$ cat src/rtl/dplc_len_acc.sv
module dplc_len_acc #(
  parameter int CNT_W      = 20,
  parameter int LEN_W      = 32,
  parameter bit SAT_ON_OVF = 1'b1
) (
  input  logic             clk,
  input  logic             rst,
  input  logic             add_en,
  input  logic [CNT_W-1:0] cnt,
  input  logic             last,
  input  logic             rule_bad,
  output logic             first,
  output logic             len_valid,
  output logic [LEN_W-1:0] len,
  output logic             len_ovf,
  output logic             len_err
);

  localparam int PAD_W = LEN_W + 1 - CNT_W;

  logic [LEN_W-1:0] acc_q;
  logic             ovf_q;
  logic             err_q;
  logic             first_q;
  logic [LEN_W:0]   sum_w;
  logic             ovf_now;
  logic [LEN_W-1:0] nxt_w;

  assign sum_w   = {1'b0, acc_q} + {{PAD_W{1'b0}}, cnt};
  assign ovf_now = ovf_q | sum_w[LEN_W];

  generate
    if (SAT_ON_OVF) begin : g_sat
      assign nxt_w = ovf_now ? {LEN_W{1'b1}} : sum_w[LEN_W-1:0];
    end else begin : g_wrap
      assign nxt_w = sum_w[LEN_W-1:0];
    end
  endgenerate

  always_ff @(posedge clk) begin
    if (rst) begin
      acc_q     <= '0;
      ovf_q     <= 1'b0;
      err_q     <= 1'b0;
      first_q   <= 1'b1;
      len_valid <= 1'b0;
      len       <= '0;
      len_ovf   <= 1'b0;
      len_err   <= 1'b0;
    end else begin
      len_valid <= 1'b0;
      if (add_en) begin
        if (last) begin
          len_valid <= 1'b1;
          len       <= nxt_w;
          len_ovf   <= ovf_now;
          len_err   <= err_q | rule_bad;
          acc_q     <= '0;
          ovf_q     <= 1'b0;
          err_q     <= 1'b0;
          first_q   <= 1'b1;
        end else begin
          acc_q     <= nxt_w;
          ovf_q     <= ovf_now;
          err_q     <= err_q | rule_bad;
          first_q   <= 1'b0;
        end
      end
    end
  end

  assign first = first_q;

  AST_ACC_NEVER_DROPS: assert property (@(posedge clk) disable iff (rst)
    (add_en && !last && SAT_ON_OVF) |=> (acc_q >= $past(acc_q)));

  AST_NEW_PKT_FROM_ZERO: assert property (@(posedge clk) disable iff (rst)
    (add_en && last) |=> (acc_q == '0 && !ovf_q && !err_q));

endmodule

$ cat config.mk
export PLATFORM = sky130hd
export DESIGN_NAME = dplc_len_acc
export DESIGN_NICKNAME = d
export VERILOG_FILES = /design/src/rtl/dplc_len_acc.sv
export SDC_FILE = /design/constraint.sdc
export NUM_CORES = 1
export LEC_CHECK = 0
export BUFFER_PORTS_ARGS = -buffer_cell sky130_fd_sc_hd__buf_2
export CAP_MARGIN = 5
export CORE_MARGIN = 4
export CORE_UTILIZATION = 28
export DETAILED_ROUTE_END_ITERATION = 8
export SLEW_MARGIN = 20
export SYNTH_ARGS = -nofsm -noshare
export SYNTH_HDL_FRONTEND = slang
export SYNTH_SLANG_ARGS = --single-unit
$ cat constraint.sdc
create_clock -name clk -period 3.9 [get_ports clk]
set_input_delay 0.39 -clock clk [delete_from_list [all_inputs] [get_ports clk]]
set_output_delay 0.39 -clock clk [all_outputs]
set_load 0.01 [all_outputs]
==> results.md <==
- Beginning of the worst register-to-register path: acc_q[0]$_SDFFE_PP0P_
- Die H: 126 um
- Clk pin slew, worst setup/hold paths: 0.06 ns
- Final Cycle Share: 0.777
- PostCTS Resize Cnt: 0
- WL/cell: 15.5 um
- Main synth FF type: dfxtp_1
- Ant. Diodes: 0
- Clock sink count: 70
- Lkg Pwr: 0.00188 uW
- Number of buffers created by CTS: 9
- CP Launch Type: register
- Fin area: 4630 um^2
- P&R area growth vs syn: 19.1%
- GP Congestion: 0.897
- CP Cell Sequence: ha_1, fa_1, a211oi_1, o211ai_1, nand3_2, a31oi_4, a31o_2, nor2_2, a211oi_1
- Worst flop-to-flop path endpoint: len[27]$_SDFFE_PP0P_
- Yosys warnings: 0
- Slew HR: 0.402
- Endpoint class of the critical path: register
- PnR worst setup slack: 0.869 ns
- R2R depth: 9
- H-tree levels: 3
- Clk root buf: clkbuf_16
- Worst hold start: rule_bad
- Critical Path Max Stage Delay: 0.48 ns
- PD cells: 410 nW/um^2
- Worst Hold End: len_err$_SDFFE_PP0P_
- Synth async-reset ratio: 0
- Worst path top cell family by delay: compound AO/OA/AOI/OAI gates
- Sw Share: 0.272
- Vias: 3610
- RSZ-0062 raised after global routing: false
- Maxcap violations: 0
- Row count: 42
- DR vias/cell: 5.16
- Gr ovfl total: 0
- Crit path required time: 4.07 ns
- Clock power share: 0.431
- Hold depth: 3
- Hpwl dp: 8180 um
- Count of different cell masters after synthesis: 59
- Overall power: 1900 uW
- Post-CTS Setup Bufs: 0
- Critical path type: register to register
- Deepest clock path buffer count: 2
- Peak Freq: 330 MHz
- Cells after Synth: 470
- Min cycle time layout: 3.03 ns
- CP Buf/Inv Count: 0
- Hold Buf Count CTS: 0
- Setup slack, reg-to-reg: 0.87 ns
- Setup Skew: 0.00985 ns
- Final hold vios: 0
- Post-synth EDFFs: 0
- Maximum vdd drop: 0.223 mV
- Total Die Area: 15800 um^2
- Combinational power share: 0.162
- Number of DRC markers in iteration 0: 195
- Hold Crit Class: primary input to register
- Status: complete, no violations
- CTS tree: yes
- Hold WS: 0.341 ns
- GRT Overall Usage: 0.141
- Total negative slack: 0 ns
- Final ANT Viol Nets: 0
- Reg power frac: 0.407
- Largest area contributor in the netlist: dfxtp_1
- First-pass GRT wire length: 17900 um
- Sequential fraction of the synthesis area: 0.361
- Initial antenna violation count: 0
- Slowest CP cell: nor2_2
- Input/output buffers: 60
- Worst-path fanout max: 21
- Die width: 126 um
- Initial core utilization: 0.290
- Core area: 13400 um^2
- Worst slew pin tran: 0.897 ns
- Area fraction of the dominant cell type after synthesis: 0.361
- Nets: 566
- Setup violators final: 0
- Crit path DAT: 3.20 ns
- CP most frequent cell: a211oi_1
- Ranking of synthesized cells by area: dfxtp_1 (36%), ha_1 (6.4%), nor2_1 (6.3%)
- Number of primary I/O pins: 61
- Ratio of cells with drive above 1 in the final layout: 0.187
- Internal power: 1380 uW
- Placed instance area: 4320 um^2
- Max Slew Vio Count: 0
- Clock latency on the worst-skew pair: 0.34 ns
- Routed WL: 10800 um
- DRC: 0
- P_sw: 516 uW
- Pre-CTS setup slack: 0.640 ns
- Vias in the first global route: 3423
- Synth Cell Area: 3880 um^2
- Largest net degree at the start of global routing: 45
- DR pass1 iterations: 5
- Syn nets: 516
- Syn_area_per_cell: 8.27 um^2
- Synth Register Bits: 70
[power by group through the flow]
stage	clock network, uW	logic [uW]	registers (uW)
global placement	0	304	786
CTS	841	309	772
floorplan	0	201	797
global route	869	351	776
detailed placement	0	307	787
finish	817	307	772
[stage by stage]
step                       util  instances
after floorplan               -        470
after global placement    0.323        685
after detailed placement  0.323        685
after CTS                 0.345        700
after global routing      0.345        700
final                     0.345        700
[worst max-delay path by stage]
stage / slack, ns / cells after the start / start / end
floorplan: 1.31 / 10 / cnt[0] / acc_q[25]$_SDFFE_PP0P_
global placement: 0.77 / 10 / cnt[0] / len[25]$_SDFFE_PP0P_
detailed placement: 0.64 / 10 / cnt[0] / len[18]$_SDFFE_PP0P_
CTS: 0.83 / 9 / acc_q[0]$_SDFFE_PP0P_ / len[18]$_SDFFE_PP0P_
global route: 0.62 / 9 / acc_q[0]$_SDFFE_PP0P_ / len[18]$_SDFFE_PP0P_
finish: 0.87 / 9 / acc_q[0]$_SDFFE_PP0P_ / len[27]$_SDFFE_PP0P_
[worst min-delay path: cells and delay by family]
kind	cells	cell delay [ns]
buffers and inverters	1	0.09
and+or+nand+nor	2	0.15
[synth_stat cells, types with 3 or more instances]
cell type	count
a211oi_1	32
a21boi_0	4
a21boi_1	3
a21o_1	8
a21oi_1	28
a22o_1	3
a31oi_1	7
and2_1	4
and3_1	6
buf_2	3
clkbuf_1	18
dfxtp_1	70
ha_1	20
inv_1	10
nand2_1	47
nand3_1	6
nand4_1	4
nor2_1	65
nor3_1	8
o211ai_1	7
o21a_1	9
o21ai_0	33
o21ai_1	5
o22ai_1	3
or3_1	3
xnor2_1	14
xor2_1	10
[routing by layer]
metal	global-route usage	part of all wire	routed length (um)
met1	0.206	0.52	5670
met2	0.199	0.40	4360
met3	0.0398	0.056	607
met4	0.0435	0.017	179
met5	0	0	0
[registers in the layout, indices dropped and copies added, names as in the netlist]
register / count
acc_q: 32
len: 32
err_q: 1
first: 1
len_err: 1
len_ovf: 1
len_valid: 1
ovf_q: 1
[cell usage in the layout (no fill, tap or decap), drive strengths merged, types with 2 or more instances in the layout]
master and instances:
a22o 3, buf 63, a21boi 7, nand4 4, a21o 8, inv 11
a311oi 2, nor3b 3, clkinvlp 2, a211oi 33, a31oi 8, o221a 3
nor3 8, clkbuf 10, a211o 2, and3 6, nand2b 2, o21ai 38
xor2 10, nand4b 2, nor2 66, nand3 8, a31o 2, ha 20
and2 4, o21a 9, or3 3, a2111oi 3, o22ai 3, xnor2 14
nand2 47, o211ai 7, dfxtp 70, a21oi 30
[layout make-up]
class	count	area, um^2
Inverter	10	37.5
Timing Repair Buffer	63	323
Clock inverter	5	58.8
Fill cell	1449	8770
Sequential cell	70	1400
Clock buffer	10	239
Tap cell	176	220
Multi-Input combinational cell	366	2350
[kinds of logic after synthesis]
family / Yosys count / synth area share
AOI/OAI and AO/OA: 164 / 0.296
and+or+nand+nor: 157 / 0.183
DFF: 70 / 0.361
buffers and inverters: 34 / 0.0370
xor gates and xnor gates: 24 / 0.0541
adders and majority gates: 21 / 0.0696
No activity file was read; power rests on OpenSTA's default activity.
